--- config.mk ---
export PLATFORM = sky130hd
export DESIGN_NAME = eoi_storm_ctl
export DESIGN_NICKNAME = d
export VERILOG_FILES = /design/src/rtl/eoi_pkg.sv /design/src/rtl/eoi_src_sel.sv /design/src/rtl/eoi_pin_slot.sv /design/src/rtl/eoi_defer_timer.sv /design/src/rtl/eoi_storm_ctl.sv
export SDC_FILE = /design/constraint.sdc
export NUM_CORES = 2
export LEC_CHECK = 0
export BUFFER_PORTS_ARGS = -buffer_cell sky130_fd_sc_hd__buf_2
export CORE_MARGIN = 1
export CORE_UTILIZATION = 40
export DETAILED_ROUTE_END_ITERATION = 6
export PLACE_DENSITY = 0.66
export SETUP_SLACK_MARGIN = 0.05
export SYNTH_ARGS = -nofsm -noshare
export SYNTH_HDL_FRONTEND = slang
export SYNTH_SLANG_ARGS = --single-unit
--- constraint.sdc ---
create_clock -name clk -period 11.29 [get_ports clk]
set_input_delay 3.387 -clock clk [delete_from_list [all_inputs] [get_ports clk]]
set_output_delay 3.387 -clock clk [all_outputs]
set_load 0.05 [all_outputs]
--- src/rtl/eoi_pkg.sv ---
// Shared types for the acknowledge controller.
// Assumes an 8-bit vector space throughout the block.
package eoi_pkg;
    localparam int VEC_W = 8;

    typedef enum logic {
        TRIG_EDGE  = 1'b0,
        TRIG_LEVEL = 1'b1
    } trig_e;

    typedef struct packed {
        logic [VEC_W-1:0] vec;
        trig_e            trig;
        logic             mask;
    } pin_entry_t;
endpackage

--- src/rtl/eoi_src_sel.sv ---
// Merges the two acknowledge sources into one vector strobe.
// Assumes at most one acknowledge per cycle is consumed; broadcast wins.
module eoi_src_sel
    import eoi_pkg::*;
(
    input  logic             clk,
    input  logic             rst_n,
    input  logic             bc_vld,
    input  logic [VEC_W-1:0] bc_vec,
    input  logic             dir_wr,
    input  logic [3:0]       dir_be,
    input  logic [31:0]      dir_data,
    input  logic [7:0]       version,
    output logic             eoi_vld,
    output logic [VEC_W-1:0] eoi_vec
);
    localparam logic [7:0] ACK_REG_VERSION = 8'h20;

    logic dir_ok;

    // Qualify the direct write: full word, right version, vector-sized value.
    always_comb begin
        dir_ok = dir_wr && (dir_be == 4'hF) && (version == ACK_REG_VERSION)
                 && (dir_data[31:VEC_W] == '0);
    end

    // Select the source, broadcast first.
    always_comb begin
        eoi_vld = bc_vld || dir_ok;
        eoi_vec = bc_vld ? bc_vec : dir_data[VEC_W-1:0];
    end


    dir_gate_chk: assert property (@(posedge clk) disable iff (!rst_n)
        (!bc_vld && dir_wr && (dir_be != 4'hF)) |-> !eoi_vld);
endmodule

--- src/rtl/eoi_pin_slot.sv ---
// One pin: entry fields, in-service flag and storm count.
// Assumes the acknowledge strobe is at most one cycle per acknowledge and
// that rirr_set comes from the service engine after a delivery.
module eoi_pin_slot
    import eoi_pkg::*;
#(
    parameter int STORM_LIMIT = 10000
) (
    input  logic             clk,
    input  logic             rst_n,
    input  logic             eoi_vld,
    input  logic [VEC_W-1:0] eoi_vec,
    input  logic             ent_we,
    input  pin_entry_t       ent_wdata,
    input  logic             rirr_set,
    input  logic             pend,
    output pin_entry_t       ent_o,
    output logic             rirr_o,
    output logic             now_o,
    output logic             storm_o
);
    localparam int CNT_W = $clog2(STORM_LIMIT + 1);
    localparam logic [CNT_W-1:0] LIM = CNT_W'(STORM_LIMIT);

    pin_entry_t       ent_q;
    logic             rirr_q;
    logic [CNT_W-1:0] cnt_q;
    logic [CNT_W-1:0] cnt_inc;
    logic             hit;
    logic             live;

    // Decide whether this pin takes the acknowledge and what it asks for.
    always_comb begin
        hit     = eoi_vld && (ent_q.vec == eoi_vec) && (ent_q.trig == TRIG_LEVEL) && rirr_q;
        live    = !ent_q.mask && pend;
        cnt_inc = cnt_q + 1'b1;
        storm_o = hit && live && (cnt_inc >= LIM);
        now_o   = hit && live && (cnt_inc < LIM);
    end

    // Hold the entry fields, the in-service flag and the storm count.
    always_ff @(posedge clk) begin
        if (!rst_n) begin
            ent_q  <= '0;
            rirr_q <= 1'b0;
            cnt_q  <= '0;
        end else begin
            if (ent_we) ent_q <= ent_wdata;
            if (rirr_set)  rirr_q <= 1'b1;
            else if (hit)  rirr_q <= 1'b0;
            if (ent_we)    cnt_q <= '0;
            else if (hit)  cnt_q <= now_o ? cnt_inc : '0;
        end
    end

    assign ent_o  = ent_q;
    assign rirr_o = rirr_q;


    rirr_hold_chk: assert property (@(posedge clk) disable iff (!rst_n)
        (!eoi_vld && !rirr_set) |=> $stable(rirr_q));

    rirr_clear_chk: assert property (@(posedge clk) disable iff (!rst_n)
        (hit && !rirr_set) |=> !rirr_q);

    cnt_wr_reset_chk: assert property (@(posedge clk) disable iff (!rst_n)
        ent_we |=> (cnt_q == '0));

    cnt_bound_chk: assert property (@(posedge clk) disable iff (!rst_n)
        cnt_q < LIM);
endmodule

--- src/rtl/eoi_defer_timer.sv ---
// Shared deferral timer: loads DEFER_CYCLES when armed while idle and
// pulses fire_o once on expiry. Arming while running is dropped.
module eoi_defer_timer #(
    parameter int DEFER_CYCLES = 500000
) (
    input  logic clk,
    input  logic rst_n,
    input  logic arm,
    output logic fire_o
);
    localparam int TMR_W = $clog2(DEFER_CYCLES + 1);
    localparam logic [TMR_W-1:0] LOAD = TMR_W'(DEFER_CYCLES);

    logic [TMR_W-1:0] tmr_q;
    logic             fire_q;

    // Count down while running; start only from idle.
    always_ff @(posedge clk) begin
        if (!rst_n) begin
            tmr_q  <= '0;
            fire_q <= 1'b0;
        end else if (tmr_q != '0) begin
            tmr_q  <= tmr_q - 1'b1;
            fire_q <= (tmr_q == TMR_W'(1));
        end else begin
            tmr_q  <= arm ? LOAD : '0;
            fire_q <= 1'b0;
        end
    end

    assign fire_o = fire_q;


    rearm_keep_chk: assert property (@(posedge clk) disable iff (!rst_n)
        (tmr_q != '0) |=> (tmr_q == $past(tmr_q) - 1'b1));

    late_single_chk: assert property (@(posedge clk) disable iff (!rst_n)
        fire_q |=> !fire_q);
endmodule

--- src/rtl/eoi_storm_ctl.sv ---
// Top: per-pin acknowledge handling with storm deferral.
// Assumes the service engine outside sets in-service flags and pending bits.
module eoi_storm_ctl
    import eoi_pkg::*;
#(
    parameter  int NUM_PINS     = 24,
    parameter  int STORM_LIMIT  = 10000,
    parameter  int DEFER_CYCLES = 500000,
    localparam int SEL_W        = (NUM_PINS > 1) ? $clog2(NUM_PINS) : 1
) (
    input  logic                clk,
    input  logic                rst_n,
    input  logic                bc_eoi_vld,
    input  logic [VEC_W-1:0]    bc_eoi_vec,
    input  logic                dir_eoi_wr,
    input  logic [3:0]          dir_eoi_be,
    input  logic [31:0]         dir_eoi_data,
    input  logic [7:0]          cfg_version,
    input  logic                ent_wr,
    input  logic [SEL_W-1:0]    ent_wsel,
    input  logic [VEC_W-1:0]    ent_wvec,
    input  logic                ent_wlevel,
    input  logic                ent_wmask,
    input  logic [NUM_PINS-1:0] rirr_set,
    input  logic                pend_wr,
    input  logic [NUM_PINS-1:0] pend_wdata,
    input  logic [SEL_W-1:0]    rd_sel,
    output logic [VEC_W-1:0]    rd_vec,
    output logic                rd_level,
    output logic                rd_mask,
    output logic                rd_rirr,
    output logic [NUM_PINS-1:0] pend_q,
    output logic                svc_now,
    output logic                svc_late
);
    logic             eoi_vld;
    logic [VEC_W-1:0] eoi_vec;
    pin_entry_t       wdata;
    pin_entry_t       ent_arr [NUM_PINS];
    logic [NUM_PINS-1:0] rirr_vec, now_vec, storm_vec;
    logic [NUM_PINS-1:0] pend_r;
    logic             now_r;

    eoi_src_sel u_src (
        .clk(clk), .rst_n(rst_n),
        .bc_vld(bc_eoi_vld), .bc_vec(bc_eoi_vec),
        .dir_wr(dir_eoi_wr), .dir_be(dir_eoi_be), .dir_data(dir_eoi_data),
        .version(cfg_version),
        .eoi_vld(eoi_vld), .eoi_vec(eoi_vec)
    );

    // Pack the entry write fields.
    always_comb begin
        wdata.vec  = ent_wvec;
        wdata.trig = ent_wlevel ? TRIG_LEVEL : TRIG_EDGE;
        wdata.mask = ent_wmask;
    end

    for (genvar p = 0; p < NUM_PINS; p++) begin : g_pin
        eoi_pin_slot #(.STORM_LIMIT(STORM_LIMIT)) u_slot (
            .clk(clk), .rst_n(rst_n),
            .eoi_vld(eoi_vld), .eoi_vec(eoi_vec),
            .ent_we(ent_wr && (ent_wsel == SEL_W'(p))),
            .ent_wdata(wdata),
            .rirr_set(rirr_set[p]),
            .pend(pend_r[p]),
            .ent_o(ent_arr[p]),
            .rirr_o(rirr_vec[p]),
            .now_o(now_vec[p]),
            .storm_o(storm_vec[p])
        );
    end

    eoi_defer_timer #(.DEFER_CYCLES(DEFER_CYCLES)) u_tmr (
        .clk(clk), .rst_n(rst_n),
        .arm(|storm_vec),
        .fire_o(svc_late)
    );

    // Hold the pending bits and register the immediate scan request.
    always_ff @(posedge clk) begin
        if (!rst_n) begin
            pend_r <= '0;
            now_r  <= 1'b0;
        end else begin
            if (pend_wr) pend_r <= pend_wdata;
            now_r <= |now_vec;
        end
    end

    // Read back the selected pin.
    always_comb begin
        rd_vec   = '0;
        rd_level = 1'b0;
        rd_mask  = 1'b0;
        rd_rirr  = 1'b0;
        for (int i = 0; i < NUM_PINS; i++) begin
            if (rd_sel == SEL_W'(i)) begin
                rd_vec   = ent_arr[i].vec;
                rd_level = (ent_arr[i].trig == TRIG_LEVEL);
                rd_mask  = ent_arr[i].mask;
                rd_rirr  = rirr_vec[i];
            end
        end
    end

    assign pend_q  = pend_r;
    assign svc_now = now_r;


    now_src_chk: assert property (@(posedge clk) disable iff (!rst_n)
        now_r |-> $past(eoi_vld));

    now_pulse_chk: assert property (@(posedge clk) disable iff (!rst_n)
        !eoi_vld |=> !now_r);
endmodule

**After elaboration in Yosys (flattened, before gate mapping)**

Index checks and enable logic that the tools add are counted.

- Flip-flop bits (word level): 645
- Input port bits: 126
- Output and inout bits: 37
- Logic and storage cells: 718

- $add $sub $neg: 25
- Magnitude comparators: 48
- Equality and inequality tests: 73
- Muxes and demuxes: 172
- Bitwise operators: 1
- Reduce and logical (&&, ||, !) cells: 275

Operators by type and width:

| operator | number |
|---|---|
| adder 14 x 1 -> 14 bit (second input constant) | 24 |
| >= comparator 14 bit (second input constant) | 24 |
| less-than comparator 14 bit (second input constant) | 24 |
| 2-to-1 mux 14 bit | 24 |
| 2-to-1 mux 8 bit | 25 |
| logical AND 1 bit | 195 |
| equality test 8 bit | 24 |
| 2-to-1 mux 1 bit | 121 |
| equality test 5 x 4 -> 1 bit (second input constant) | 16 |
| equality test 5 bit (second input constant) | 16 |
| nonzero test 2 bit | 24 |
| OR reduction 2 bit | 24 |
| OR reduction 24 bit | 2 |
| equality test 5 x 3 -> 1 bit (second input constant) | 8 |
| 2-to-1 mux 19 bit | 2 |
| zero test 1 bit | 24 |
| zero test 24 bit | 1 |
| equality test 5 x 2 -> 1 bit (second input constant) | 4 |
| equality test 19 x 1 -> 1 bit (second input constant) | 1 |
| nonzero test 19 bit | 1 |
| subtractor 19 x 1 -> 19 bit (second input constant) | 1 |
| equality test 5 x 1 -> 1 bit (second input constant) | 2 |
| zero test 5 bit | 2 |
| equality test 8 x 6 -> 1 bit (second input constant) | 1 |
| other kinds (4) | 4 |

**Depth between registers and ports, before layout**

- Depth in word-level cells: 25
- Mapped depth: 14
- Gate-level depth less buffers: 10

**Modules after synthesis**

A second synthesis with hierarchy kept.

- Cells, all modules: 5,339
- Area total of the unflattened synthesis: 43,720.7 um^2

By module, submodules not included:

| module | instances | cells an instance | area an instance (um^2) | seq. area each (um^2) |
|---|---|---|---|---|
| eoi_pin_slot | 24 | 195 | 1,606.5 | 500.5 |
| eoi_storm_ctl | 1 | 542 | 4,061.4 | 500.5 |
| eoi_defer_timer | 1 | 95 | 915.9 | 400.4 |
| eoi_src_sel | 1 | 22 | 186.4 | 0.0 |

**Worst setup path after synthesis**

No wires, ideal clock.

- Path kind: input to output
- Start point: input port rd_sel[0]
- End point: output port rd_vec[7]
- Data arrival time: 6,731 ps
- Required time: 7,903 ps
- Path slack: 1,172 ps
- Stages: 6
- Path buffers: 4
- Path through: buf_1 clkbuf_1 buf_1 buf_1 mux2i_1 o311ai_0

- Cells in the longest elaborated chain, start to end: 25
- Elaborated cells on any way between the ends: 48
- Those cells by class: eq/ne: 23; mux: 24; reduce/logical: 1

Ends and longest elaborated chain:

| item | RTL line | RTL |
|---|---|---|
| from (decl) | eoi_storm_ctl.sv:27 | `input logic [SEL_W-1:0] rd_sel,` |
| zero test 5 bit | eoi_storm_ctl.sv:98 | `if (rd_sel == SEL_W'(i)) begin` |
| 2-to-1 mux 8 bit (23 in series) | eoi_storm_ctl.sv:98 |  |
| 2-to-1 mux 8 bit (*) | eoi_storm_ctl.sv:98 |  |
| to (decl) | eoi_storm_ctl.sv:28 | `output logic [VEC_W-1:0] rd_vec,` |

Mark *: on every way between the ends. The rest lies on a longest branch, timed or not.

**Worst setup path in the final report**

- Start point: input port rd_sel[0]
- End point: output port rd_vec[2]

The elaborated chain is that of the path after synthesis.

==> impl_metrics.json <==
{
  "htree_levels": 3,
  "period_needed_ps": 10060,
  "finalHoldWorstSlack_ps": 446,
  "synth-compound-area-share": 0.194,
  "die_w_um": 313,
  "cp_max_fo": 42,
  "gp_congestion": 0.988,
  "r2r_end": "u_tmr.tmr_q[5]",
  "ios": 163,
  "holdPathEnd": "u_tmr.tmr_q[11]",
  "hold_path_class": "register to register",
  "ir_drop_uv": 116,
  "dieHeight_um": 313,
  "final_nets": 5064,
  "ctsHoldBuffers": 0,
  "clk_root_buffer_cell": "clkbuf_16",
  "syn_inst": 4951,
  "std_cell_rows": 113,
  "synth_flop_cell": "dfxtp_1",
  "hold_viol_final": 0,
  "ys_ff_latch": 645,
  "rr_worst_depth": 9,
  "crit_path_frequent_cell": "a21oi_1",
  "via_per_inst": 5.92,
  "cp_slowest_cell": "nor2_1",
  "relSlewSlack": 0.114,
  "clk_pin_slew_ps": 50,
  "mostFrequentLayoutCells": "dfxtp_1 (645), nand2_1 (585), a21oi_1 (451)",
  "grt_pass1_wl_um": 194000,
  "worstHoldStart": "u_tmr.tmr_q[11]",
  "async_flop_share": 0,
  "port_buffers": 162,
  "cp-start-kind": "input port",
  "synth-xor-area-share": 0.0570,
  "ys_seq_area_frac": 0.335,
  "fin_crit_sh": 0.891,
  "r2r_slack_ps": 6970,
  "crit_buf_inv": 3,
  "dr.first_iter.drc_count": 3832,
  "cp.arrival_ps": 6680,
  "final-seq-area_mm2": 0.0129,
  "p_per_area_mw_per_mm2": 131,
  "power_leakage_uw": 0.0144,
  "endpoint_kind": "output pin",
  "whs_path_depth": 2,
  "ant_nets": 0,
  "slowest_delay_ps": 680,
  "final_common_cell": "dfxtp_1",
  "cts.repair.resized": 0,
  "grt_use_total": 0.250,
  "synth_area_mm2": 0.0386,
  "status": "complete, no violations",
  "rsz0062_at_grt": "no",
  "grt-ovfl-total": 0,
  "crit_required_ps": 7900,
  "finalSetupViolations": 0,
  "cts_buffer_depth": 3,
  "worstPathCellList": "buf_4, clkinv_1, nor2_1, a32oi_1, o22ai_1, a21oi_1, a21oi_1, o21ai_0, a21oi_1, a2bb2oi_1, buf_2",
  "antenna_found_initial": 13,
  "synthSimpleGateAreaFrac": 0.295,
  "wl_per_cell_um": 20.4,
  "dp_hpwl_um": 88900,
  "final.setup.tns_ps": 0,
  "cts_tree": "done",
  "synth_top_cell_area_share": 0.335,
  "vias": 36800,
  "drv_cap": 0,
  "drt-total-wl_um": 127000,
  "cp_top_family": "compound AO/OA/AOI/OAI gates",
  "fillCellCount": 9597,
  "tightest_slew_ps": 1320,
  "post_cts_buffers": 0,
  "synth_top_cell_by_area": "dfxtp_1",
  "synth_fp_nets": 5127,
  "grt_max_degree": 149,
  "numCtsBuffers": 77,
  "critPathKind": "input port to output pin",
  "start_util": 0.405,
  "synth_fa_ha_area_frac": 0.0162,
  "fmax_mhz": 99.4,
  "core_mm2": 0.0953,
  "dieArea_mm2": 0.0977,
  "synthMuxAreaShare": 0.0554,
  "finClkSkew_ps": 29.7,
  "r2r_start": "g_pin[14].u_slot.cnt_q[2]",
  "drc_errors": 0,
  "ys_warn_count": 0,
  "avgSynthCellArea_um2": 7.80,
  "area_delta_synth_final_pct": 10.0,
  "drive_gt1_frac": 0.0890,
  "cts.sinks": 645,
  "firstDrtPassIters": 6,
  "clock_latency_ps": 650,
  "final_max_slew_viol_count": 0,
  "synth_top_family_by_area": "simple AND/OR/NAND/NOR gates",
  "ys_types": 98,
  "grt_pass1_vias": 32700,
  "synth_edf_count": 0,
  "multi_input_area_mm2": 0.0239,
  "synth_area_leaders": "dfxtp_1 (33%), a21oi_1 (5.8%), nand2_1 (5.7%)"
}
[metrics by stage]
stage / area, µm² / worst slack (ps) / power [µW] / cells / utilization
floorplan: 38600 / 1170 / 2800 / 4951 / -
global placement: 39800 / 1320 / 2950 / 6074 / 0.417
detailed placement: 39800 / 1360 / 2960 / 6074 / 0.417
CTS: 42500 / 1340 / 5630 / 6211 / 0.445
global route: 42500 / 1120 / 5770 / 6214 / 0.446
finish: 42500 / 1230 / 5580 / 6215 / 0.446
[worst max-delay path by stage]
stage,start,end,slack (ps),cells after the start
after global placement,rd_sel[0],rd_vec[2],1320,11
after floorplan,rd_sel[0],rd_vec[7],1170,6
after detailed placement,rd_sel[0],rd_vec[5],1360,11
after CTS,rd_sel[0],rd_vec[5],1340,11
after global routing,rd_sel[0],rd_vec[2],1120,11
final,rd_sel[0],rd_vec[2],1230,11
[power breakdown]
part	internal, µW	leakage (µW)	switching [µW]
clock	1620	0.00132	1040
sequential	2320	0.00521	53.5
combinational	188	0.00782	354
[sequential cells by signal (all words and copies together) (netlist names)]
register	cells
u_tmr.tmr_q	19
g_pin.u_slot.cnt_q	336
g_pin.u_slot.ent_o	240
svc_now	1
u_tmr.fire_o	1
g_pin.u_slot.rirr_o	24
pend_q	24
[cell families after synthesis]
| logic type | after synthesis |
|---|---|
| muxes | 182 |
| DFF | 645 |
| AOI/OAI and AO/OA | 1251 |
| xor gates and xnor gates | 251 |
| and+or+nand+nor | 2159 |
| adders and majority gates | 50 |
| buffers and inverters | 413 |
[worst register-to-register path: stages (launching register included)]
cell and delay (ps):
dfxtp_1 420, nand4_1 260, nor4_2 640, nand4b_1 210, o31ai_1 130, a211oi_2 240, a32oi_1 700, nand4_1 470
nor4_2 930, a21oi_1 180
[metal layers]
| layer | vias to the layer above | share of wire | track usage |
|---|---|---|---|
| met5 | - | 0.000055 | 0 |
| met4 | 2 | 0.033 | 0.0886 |
| met2 | 1348 | 0.43 | 0.379 |
| met3 | 223 | 0.081 | 0.0350 |
| li1 | 17600 | - | - |
| met1 | 17600 | 0.45 | 0.360 |
[cell usage after synthesis (16+ instances only)]
library cell,instances
buf_4,26
a21boi_0,184
nand3b_1,57
or3_1,97
a21oi_1,451
nor2_1,385
ha_1,50
nand4_1,98
a32oi_1,18
nand2b_1,38
nand3_1,233
or4_1,53
nand4b_1,30
mux2i_1,135
nor4_2,19
a31oi_1,51
o22ai_1,23
xnor2_1,202
o21ai_0,318
and3_1,91
and2_1,25
nor3_1,93
nor4_1,67
nor2b_1,158
o21ai_1,22
a22oi_1,25
buf_1,18
xor2_1,49
and4_1,34
o211ai_1,16
mux2_2,22
nand2_1,585
clkbuf_1,263
inv_1,65
dfxtp_1,645
nor3b_1,34
[layout make-up]
| type | instances | area share |
|---|---|---|
| Multi-Input combinational cell | 3893 | 0.563 |
| Sequential cell | 645 | 0.304 |
| Clock buffer | 109 | 0.0533 |
| Tap cell | 1265 | 0.0373 |
| Timing Repair Buffer | 199 | 0.0263 |
| Clock inverter | 28 | 0.00996 |
| Inverter | 72 | 0.00636 |
| Antenna cell | 4 | 0.000236 |
(Power assumes the default switching activity.)
